`src/rtl/cluster_intc_pkg.sv`:
```
package cluster_intc_pkg;
    localparam int DW      = 32;
    localparam int AW      = 12;
    localparam int ID_W    = 10;
    localparam logic [ID_W-1:0] IDLE_ID = 10'd1023;

    // shared window
    localparam logic [AW-1:0] G_INFO      = 12'h000;
    localparam logic [AW-1:0] G_ON        = 12'h030;
    localparam logic [AW-1:0] G_OFF       = 12'h034;
    localparam logic [AW-1:0] G_STEER     = 12'h100;
    // private window
    localparam logic [AW-1:0] P_BITMAP    = 12'h010;
    localparam logic [AW-1:0] P_IDENT     = 12'h044;
    localparam logic [AW-1:0] P_BLOCK     = 12'h048;
    localparam logic [AW-1:0] P_UNBLOCK   = 12'h04C;
endpackage

```
`src/rtl/cluster_intc_pend.sv`:
```
module cluster_intc_pend #(
    parameter int NUM_CPU = 4,
    parameter int NUM_SRC = 64
) (
    input  logic [NUM_SRC-1:0]              lvl,
    input  logic [NUM_SRC-1:0]              on,
    input  logic [NUM_CPU-1:0][NUM_SRC-1:0] blk,
    input  logic [NUM_SRC-1:0][NUM_CPU-1:0] steer,
    output logic [NUM_CPU-1:0][NUM_SRC-1:0] pend
);
    for (genvar c = 0; c < NUM_CPU; c++) begin : g_cpu
        for (genvar s = 0; s < NUM_SRC; s++) begin : g_src
            assign pend[c][s] = lvl[s] & on[s] & steer[s][c] & ~blk[c][s];
        end
    end
endmodule

```
`src/rtl/cluster_intc_pick.sv`:
```
module cluster_intc_pick #(
    parameter int N = 64,
    parameter int W = 6
) (
    input  logic [N-1:0] vec,
    output logic         hit,
    output logic [W-1:0] idx
);
    // lowest set bit wins: scan downward so the last assignment is the lowest
    always_comb begin
        hit = 1'b0;
        idx = '0;
        for (int i = N - 1; i >= 0; i--) begin
            if (vec[i]) begin
                hit = 1'b1;
                idx = W'(i);
            end
        end
    end
endmodule

```
`src/rtl/cluster_intc.sv`:
```
module cluster_intc
    import cluster_intc_pkg::*;
#(
    parameter int NUM_CPU = 4,
    parameter int NUM_SRC = 64,
    localparam int CPU_W = (NUM_CPU > 1) ? $clog2(NUM_CPU) : 1
) (
    input  logic               clk,
    input  logic               rst_n,
    input  logic [NUM_SRC-1:0] src_lvl,
    input  logic               bus_wr,
    input  logic               bus_rd,
    input  logic               bus_cpu_win,
    input  logic [CPU_W-1:0]   bus_cpu,
    input  logic [AW-1:0]      bus_addr,
    input  logic [DW-1:0]      bus_wdata,
    output logic [DW-1:0]      bus_rdata,
    output logic [NUM_CPU-1:0] irq_o
);
    localparam int SRC_W   = (NUM_SRC > 1) ? $clog2(NUM_SRC) : 1;
    localparam int WORDS   = (NUM_SRC + DW - 1) / DW;
    localparam int PAD_W   = WORDS * DW;

    typedef struct packed {
        logic [NUM_SRC-1:0]              on;
        logic [NUM_CPU-1:0][NUM_SRC-1:0] blk;
        logic [NUM_SRC-1:0][NUM_CPU-1:0] steer;
        logic [DW-1:0]                   rdata;
        logic [NUM_CPU-1:0]              irq;
    } state_t;

    state_t s_q, s_d;

    logic [NUM_CPU-1:0][NUM_SRC-1:0] pend;
    logic [NUM_CPU-1:0]              hit;
    logic [NUM_CPU-1:0][SRC_W-1:0]   pick_idx;
    logic [NUM_CPU-1:0][ID_W-1:0]    ident;

    cluster_intc_pend #(.NUM_CPU(NUM_CPU), .NUM_SRC(NUM_SRC)) u_pend (
        .lvl   (src_lvl),
        .on    (s_q.on),
        .blk   (s_q.blk),
        .steer (s_q.steer),
        .pend  (pend)
    );

    for (genvar c = 0; c < NUM_CPU; c++) begin : g_pick
        cluster_intc_pick #(.N(NUM_SRC), .W(SRC_W)) u_pick (
            .vec (pend[c]),
            .hit (hit[c]),
            .idx (pick_idx[c])
        );
        assign ident[c] = hit[c] ? ID_W'(pick_idx[c]) : IDLE_ID;
    end

    // address and data decode
    logic              cpu_ok;
    logic              idx_ok;
    logic [SRC_W-1:0]  widx;
    logic [AW-1:0]     steer_off;
    logic [AW-1:0]     steer_sel;
    logic              steer_hit;
    logic [AW-1:0]     map_off;
    logic [AW-1:0]     map_sel;
    logic              map_hit;
    logic [PAD_W-1:0]  map_pad;
    logic [DW-1:0]     map_word;
    logic [DW-1:0]     rd_val;

    always_comb begin
        cpu_ok    = int'(bus_cpu) < NUM_CPU;
        idx_ok    = bus_wdata < DW'(NUM_SRC);
        widx      = bus_wdata[SRC_W-1:0];

        steer_off = bus_addr - G_STEER;
        steer_sel = steer_off >> 2;
        steer_hit = !bus_cpu_win && (bus_addr >= G_STEER) &&
                    (bus_addr[1:0] == 2'b00) && (int'(steer_sel) < NUM_SRC);

        map_off   = bus_addr - P_BITMAP;
        map_sel   = map_off >> 2;
        map_hit   = bus_cpu_win && (bus_addr >= P_BITMAP) &&
                    (bus_addr[1:0] == 2'b00) && (int'(map_sel) < WORDS);
        map_pad   = PAD_W'(pend[bus_cpu]);
        map_word  = '0;
        for (int k = 0; k < WORDS; k++) begin
            if (int'(map_sel) == k) map_word = map_pad[k*DW +: DW];
        end
    end

    // read selection
    always_comb begin
        rd_val = '0;
        if (bus_cpu_win) begin
            if (cpu_ok) begin
                if (bus_addr == P_IDENT) rd_val = DW'(ident[bus_cpu]);
                else if (map_hit)        rd_val = map_word;
            end
        end else begin
            if (bus_addr == G_INFO)  rd_val = DW'(NUM_SRC) << 2;
            else if (steer_hit)      rd_val = DW'(s_q.steer[steer_sel[SRC_W-1:0]]);
        end
    end

    // next state
    always_comb begin
        s_d = s_q;
        for (int c = 0; c < NUM_CPU; c++) s_d.irq[c] = |pend[c];
        if (bus_rd) s_d.rdata = rd_val;
        if (bus_wr) begin
            if (!bus_cpu_win) begin
                if (bus_addr == G_ON && idx_ok)       s_d.on[widx] = 1'b1;
                else if (bus_addr == G_OFF && idx_ok) s_d.on[widx] = 1'b0;
                else if (steer_hit)
                    s_d.steer[steer_sel[SRC_W-1:0]] = bus_wdata[NUM_CPU-1:0];
            end else if (cpu_ok && idx_ok) begin
                if (bus_addr == P_BLOCK)        s_d.blk[bus_cpu][widx] = 1'b1;
                else if (bus_addr == P_UNBLOCK) s_d.blk[bus_cpu][widx] = 1'b0;
            end
        end
    end

    always_ff @(posedge clk) begin
        if (!rst_n) begin
            s_q.on    <= '0;
            s_q.blk   <= '1;
            s_q.steer <= '0;
            s_q.rdata <= '0;
            s_q.irq   <= '0;
        end else begin
            s_q <= s_d;
        end
    end

    assign bus_rdata = s_q.rdata;
    assign irq_o     = s_q.irq;
endmodule

```
`config.mk`:
```
export PLATFORM = sky130hd
export DESIGN_NAME = cluster_intc
export DESIGN_NICKNAME = d
export VERILOG_FILES = /design/src/rtl/cluster_intc_pkg.sv /design/src/rtl/cluster_intc_pend.sv /design/src/rtl/cluster_intc_pick.sv /design/src/rtl/cluster_intc.sv
export SDC_FILE = /design/constraint.sdc
export NUM_CORES = 2
export LEC_CHECK = 0
export ABC_AREA = 1
export BUFFER_PORTS_ARGS = -buffer_cell sky130_fd_sc_hd__clkbuf_2
export CAP_MARGIN = 20
export CORE_ASPECT_RATIO = 0.8
export CORE_MARGIN = 3
export CORE_UTILIZATION = 47
export CTS_CLUSTER_SIZE = 16
export DETAILED_ROUTE_END_ITERATION = 8
export PLACE_DENSITY = 0.76
export SETUP_SLACK_MARGIN = 0.3
export SYNTH_ARGS = -nofsm -noshare
export SYNTH_HDL_FRONTEND = slang
export SYNTH_SLANG_ARGS = --single-unit
export TNS_END_PERCENT = 50
```
`constraint.sdc`:
```
create_clock -name clk -period 3.4 [get_ports clk]
set_clock_uncertainty 0.15 [all_clocks]
set_input_delay 0.17 -clock clk [delete_from_list [all_inputs] [get_ports clk]]
set_output_delay 0.17 -clock clk [all_outputs]
set_load 0.1 [all_outputs]
```
# Word level (Yosys, flattened, before mapping)
# Cells that the tools add are included.
[totals] in_bits=115 reg_bits=612
[op_classes] bitwise=841 order_cmp=11 n_eq_ne=6 muxes=540 reduce_logical=24 addsub=2
[op_table] cell="6-bit 2-to-1 mux" count=256
[op_table] cell="1-bit bitwise AND" count=576
[op_table] cell="256-bit 2-to-1 mux" count=2
[op_table] cell="1-bit NOT" count=259
[op_table] cell="1-bit 2-to-1 mux" count=257
[op_table] cell="256-bit bitwise AND" count=1
[op_table] cell="256-bit bitwise mux" count=1
[op_table] cell="64-bit 2-to-1 mux" count=4
[op_table] cell="256-bit NOT" count=1
[op_table] cell="256-bit OR" count=1
[op_table] cell="64-bit OR reduction" count=4
[op_table] cell="32-bit 2-to-1 mux" count=5
[op_table] cell="64-bit binary-select mux with 2-bit select" count=1
[op_table] cell="64-bit demux with 2-bit select" count=1
[op_table] cell="64-bit bitwise AND" count=1
[op_table] cell="64-bit NOT" count=1
[op_table] cell="64-bit OR" count=1
[op_table] cell="10-bit 2-to-1 mux" count=5
[op_table] cell="12-bit by 7-bit == test with 1-bit output (second input constant)" count=3
[op_table] cell="32-bit by 7-bit less-than comparator with 1-bit output (second input constant)" count=1
[op_table] cell="4-bit binary-select mux with 6-bit select" count=1
[op_table] cell="4-bit demux with 6-bit select" count=1
[op_table] cell="12-bit by 6-bit == test with 1-bit output (second input constant)" count=2
[op_table] cell="12-bit logical NOT" count=2
[op_table] cell="22 further kinds" count=37

# Longest topological paths before layout
[depth] word_depth=72 depth_mapped=71

# By module
# Synthesis repeated with hierarchy kept, for this count alone.
[unflattened] hier_cells=5967 area_unflattened_um2=35937.0
[by_module_without_submodules] module="cluster_intc" instances=1 area_per_inst_um2=28995.3 cells_per_inst=4239 seq_area_each_um2=12251.8
[by_module_without_submodules] module="cluster_intc_pick" instances=4 area_per_inst_um2=914.6 cells_per_inst=224 seq_area_each_um2=0.0
[by_module_without_submodules] module="cluster_intc_pend" instances=1 area_per_inst_um2=3283.1 cells_per_inst=832 seq_area_each_um2=0.0

# Least setup slack after synthesis
# Ideal clock, no wire load.
[synth_timing] kind="register to register" start="register s_q[286] (netlist name)" end="register s_q (netlist bit bus_rdata[0])" setup_slack_ps=-362 t_arrival_ps=3484 synth_period_minus_slack_ps=3762 stages_incl_launch_ff=72 path_cell_list="dfxtp_1 inv_1 nor2_1 nand2_1 nand2_1 nand2_1 nand2_1 nand2_1 nand2_1 nand2_1 nand2_1 nand2_1 nand2_1 nand2_1 nand2_1 nand2_1 nand2_1 nand2_1 [36 not listed] nand2_1 nand2_1 nand2_1 nand2_1 nand2_1 nand2_1 nand2_1 nand2_1 nand2_1 nand2_1 nand2_1 nand2_1 nand2_1 nand2_1 o21bai_1 nand2_1 nand2_1 a21oi_2"
[synth_between] elab_chain_cells=70 elab_cells_between_ends=133
[synth_rtl] element="1-bit bitwise AND * (2 in series)" line="cluster_intc_pend.sv:13" text="assign pend[c][s] = lvl[s] & on[s] & steer[s][c] & ~blk[c][s];"
[synth_rtl] element="6-bit 2-to-1 mux / 1-bit 2-to-1 mux (equally long branches) (63 in series)" line="cluster_intc_pick.sv:14" text="if (vec[i]) begin"
[synth_rtl] element="10-bit 2-to-1 mux *" line="cluster_intc.sv:53" text="assign ident[c] = hit[c] ? ID_W'(pick_idx[c]) : IDLE_ID;"
[synth_rtl] element="10-bit binary-select mux with 2-bit select *" line="cluster_intc.sv:96" text="if (bus_addr == P_IDENT) rd_val = DW'(ident[bus_cpu]);"
[synth_rtl] element="10-bit 2-to-1 mux (not written as such) *" line="cluster_intc.sv:96"
[synth_rtl] element="32-bit 2-to-1 mux *" line="cluster_intc.sv:96"
[synth_rtl] element="32-bit 2-to-1 mux *" line="cluster_intc.sv:94" text="if (bus_cpu_win) begin"
[synth_rtl] element="to (decl)" line="cluster_intc.sv:32" text="state_t s_q, s_d;"
# Every way passes the cells marked *; elsewhere a longest branch is shown, timed or not. The select of a mux whose other input is x is not followed.
# A chain may end at the register's enable or synchronous reset.

==> results summary <==
The top-level port count is 151. The net count after synthesis came out at ~4,700. The Yosys step of the flow raised 0 warnings. After synthesis, the cell types taking the most area are sky130_fd_sc_hd__dfxtp_1 (38%), sky130_fd_sc_hd__nand2_1 (7.8%), sky130_fd_sc_hd__o21ai_1 (7.4%). The number of placed cells counting well taps came out at approximately 5,800. The type of the worst min-delay path is in -> reg. The final reports fail on negative setup slack. After detailed routing, the average wire length per cell comes to between 20 and 25 µm.

The pin count of the biggest net entering global routing is roughly 260. The initial antenna violation count came out at 4. The clock-pin transition on the worst setup and hold timing paths came out at roughly 80 ps. The biggest fanout along the worst timing path is 4. Across the VDD grid, the largest voltage drop is between 300 and 400 µV. The sequential-to-total area share from yosys stat came out at about 38%. The synthesized design spends more area on one cell type than any other, namely sky130_fd_sc_hd__dfxtp_1. The start point of the worst min-delay path is bus_wdata[0]. In this run the vertical extent of the chip is 239 µm. The area of the core region came out at 0.0664 mm². For this design the ratio of total power to cell area is 393 mW/mm². The remaining routing DRC violations is 0.

In the synthesized netlist the dominant register cell turns out to be sky130_fd_sc_hd__dfxtp_1. For this run the aggregate overflow at the end of global routing stands at 0. The number of routed nets with antenna violations came out at 0. The total number of clock tree sinks came out at slightly above 600. Setup violations remaining at the end of the flow were counted as 3. The endpoint of the worst hold path is s_q[108].

The per-cell via count in the routed design is just over 6. The total half-perimeter wirelength after legalization and detailed placement is approximately 100,000 µm. The stage delay of the slowest cell on the critical path is between 300 and 400 ps. The arrival time at the worst endpoint came out at between 5000 and 6000 ps. The final critical delay including setup and external delays came out at 4840 ps. In this design, the critical path's most frequently occurring cell is sky130_fd_sc_hd__nand2_1. The area of the mapped netlist came out at about 0.032 mm². The post-synthesis async set-or-reset flop share is 0%. The worst slack at placement came out at -1320 ps. The routability congestion estimate from global placement came out at about 1.1.

The global routing usage summed across all routing layers came out at a little under two fifths. Once routing completed, OpenROAD measured the worst setup slack at -1440 ps. The worst slew margin relative to its limit came out at between 20 and 25%. The H-tree depth is 2. The number of global-route vias before repair came to 32,400. The largest individual stage delay along the critical path comes from the cell sky130_fd_sc_hd__dfxtp_2. The net count of the finished layout is 5,098. The utilization after layout is around 58%. The tool flagged a number of max-cap violations equal to 0.

The total die area is around 0.071 mm². The critical path class is reg -> reg. The number of standard cells after synthesis is about 4,600. The ratio of cells with drive above 1 in the final layout came out at around 18%. The top-area cell type share of the netlist area is 38.5%. The slack of the worst reg-to-reg path is -1440 ps. By count the netlist is led by sky130_fd_sc_hd__nand2_1 (660), sky130_fd_sc_hd__dfxtp_1 (612), sky130_fd_sc_hd__inv_1 (591). The first detailed-routing pass took 7 iterations. The static leakage came out at between 10 and 15 nW. The flow ran to the end, but the final reports show violations. The worst setup path is captured at a flop. The startpoint type of the worst setup path is a flop. The final-report hold violation count is 0. The endpoint identified for the worst register-to-register timing path is bus_rdata[0]. The starting density of the core is a little under half. The flip-flop and latch count after synthesis came out at just over 600. In this run, CTS created clock tree buffers numbering 60. The tree is rooted in a sky130_fd_sc_hd__clkbuf_16. The first global-routing pass estimated between 200,000 and 250,000 µm of wire.

The number of synthesized flops with an enable pin is 0. The count of standard-cell rows came out at 84. The number of pins exceeding their max-slew limit in the final report is 0.

The mean post-synth cell area came out at between 6 and 7 µm². The TritonCTS clock tree is built. The achievable frequency came out at approximately 210 MHz. The final worst-path cycle share is 142%. At the pin with the least slew margin, the transition time is approximately 1200 ps.

The final standard cell count with taps included and fillers excluded came out at 5,933. The latest clock arrival within the worst-skew pair came out at ~650 ps. The synthesis-to-finish area growth is 21.6%. The number of filler cells placed in the layout is between 6,000 and 7,000. The detailed router's first-iteration violation count is approximately 5,100. The overall via count from detail_route came out at 36,200. Counting instances, the worst hold path has a depth of 4. The most frequent cell after synthesis is sky130_fd_sc_hd__nand2_1. The count of buffers added on input and output ports is 150. STA puts the critical path data required time at between 3000 and 4000 ps. The count of unique library cells instantiated by Yosys came out at 46.

The final wirelength is 142,000 µm. The worst slack on hold paths came out at ~55 ps. Adding up every negative setup slack in the final design gives -2000 ps. The number of cells on the worst reg-to-reg path is between 70 and 80. The deepest clock path buffer count came out at 3.

The die outline width came out at about 300 µm. Setup repair after global routing could not meet its margin everywhere.
cells by family (layout without fill, tap and decap cells):
family                 Yosys count  in the layout  share of synthesized area [%]
AND/OR/NAND/NOR               1364           1364                           17.6
flip-flops                     612            612                           38.5
other                            0              3                              0
AO/OA/AOI/OAI                 1625           1625                           31.3
buffers and inverters          985           1426                           12.6
worst max path at each step:
| stage | slack (ps) | to | start | cells past startpoint |
|---|---|---|---|---|
| floorplan | -360 | bus_rdata[0] | s_q[285] | 71 |
| global placement | -1320 | bus_rdata[0] | flop | 72 |
| detailed placement | -1320 | bus_rdata[0] | flop | 71 |
| CTS | -1300 | bus_rdata[0] | s_q[285] | 71 |
| global route | -1990 | bus_rdata[0] | flop | 72 |
| finish | -1440 | bus_rdata[0] | flop | 71 |
stage by stage:
| step | area, µm² | power, W |
|---|---|---|
| after global placement | 36300 | 0.00836 |
| final | 38700 | 0.0152 |
| after CTS | 38500 | 0.0151 |
| after global routing | 38700 | 0.0155 |
| after detailed placement | 36300 | 0.00836 |
| after floorplan | 31900 | 0.00786 |
report_power, final:
group	switching [W]	total [W]	leakage, nW	internal, W
Sequential	0.00000121	0.00717	4.94	0.00717
Clock	0.00305	0.00692	0.969	0.00388
Combinational	0.000822	0.00111	8.72	0.000287
worst max-delay path: cells and delay by family, from the launching register on:
| family | cells | cell delay [ps] |
|---|---|---|
| and+or+nand+nor | 68 | 3910 |
| AOI/OAI and AO/OA | 2 | 170 |
| buffers and inverters | 1 | 70 |
| DFF | 1 | 330 |
metal layers:
layer  up-vias  global-route usage (%)  wire length (µm)
met5         -                       0                22
li1      16800                       -                 -
met2      2403                    53.5             55400
met3       344                    10.9             20400
met1     16600                    54.4             58600
met4         4                    16.5              7150
what timing repair did:
action                                  in CTS  in global routing
endpoints found under the hold margin       36                  0
hold buffers                                 5                  0
pin swaps                                    4                 23
cloned                                       0                  0
endpoints found under the setup margin       6                  8
buffers inserted                             0                  7
resized for setup                           34                 66
placed cells by master, fill, tap and decap left out, types with 12 or more instances in the layout:
| master | count |
|---|---|
| sky130_fd_sc_hd__clkbuf_1 | 12 |
| sky130_fd_sc_hd__a221oi_1 | 20 |
| sky130_fd_sc_hd__dfxtp_1 | 605 |
| sky130_fd_sc_hd__nor2_1 | 336 |
| sky130_fd_sc_hd__inv_2 | 72 |
| sky130_fd_sc_hd__o22ai_1 | 204 |
| sky130_fd_sc_hd__a31oi_1 | 23 |
| sky130_fd_sc_hd__clkbuf_2 | 149 |
| sky130_fd_sc_hd__a21oi_1 | 373 |
| sky130_fd_sc_hd__nand2_2 | 46 |
| sky130_fd_sc_hd__o311ai_1 | 267 |
| sky130_fd_sc_hd__nand3_1 | 59 |
| sky130_fd_sc_hd__nor2_2 | 15 |
| sky130_fd_sc_hd__o211ai_1 | 30 |
| sky130_fd_sc_hd__o21ai_0 | 118 |
| sky130_fd_sc_hd__inv_1 | 589 |
| sky130_fd_sc_hd__buf_4 | 466 |
| sky130_fd_sc_hd__nand2_1 | 607 |
| sky130_fd_sc_hd__a311oi_1 | 64 |
| sky130_fd_sc_hd__buf_12 | 15 |
| sky130_fd_sc_hd__nor3_2 | 15 |
| sky130_fd_sc_hd__o21ai_1 | 470 |
| sky130_fd_sc_hd__nor3_1 | 254 |
| sky130_fd_sc_hd__clkbuf_16 | 61 |
area by class of cell:
cell class	count	area [µm²]	area share, %
Multi-Input combinational cell	2989	16000	41.2
Sequential cell	612	12300	31.7
Timing Repair Buffer	644	4700	12.1
Inverter	676	2700	6.96
Clock buffer	83	1710	4.41
Tap cell	903	1130	2.92
Clock inverter	23	267	0.688
Antenna cell	3	7.51	0.0194
No activity file was read; power rests on OpenSTA's default activity.
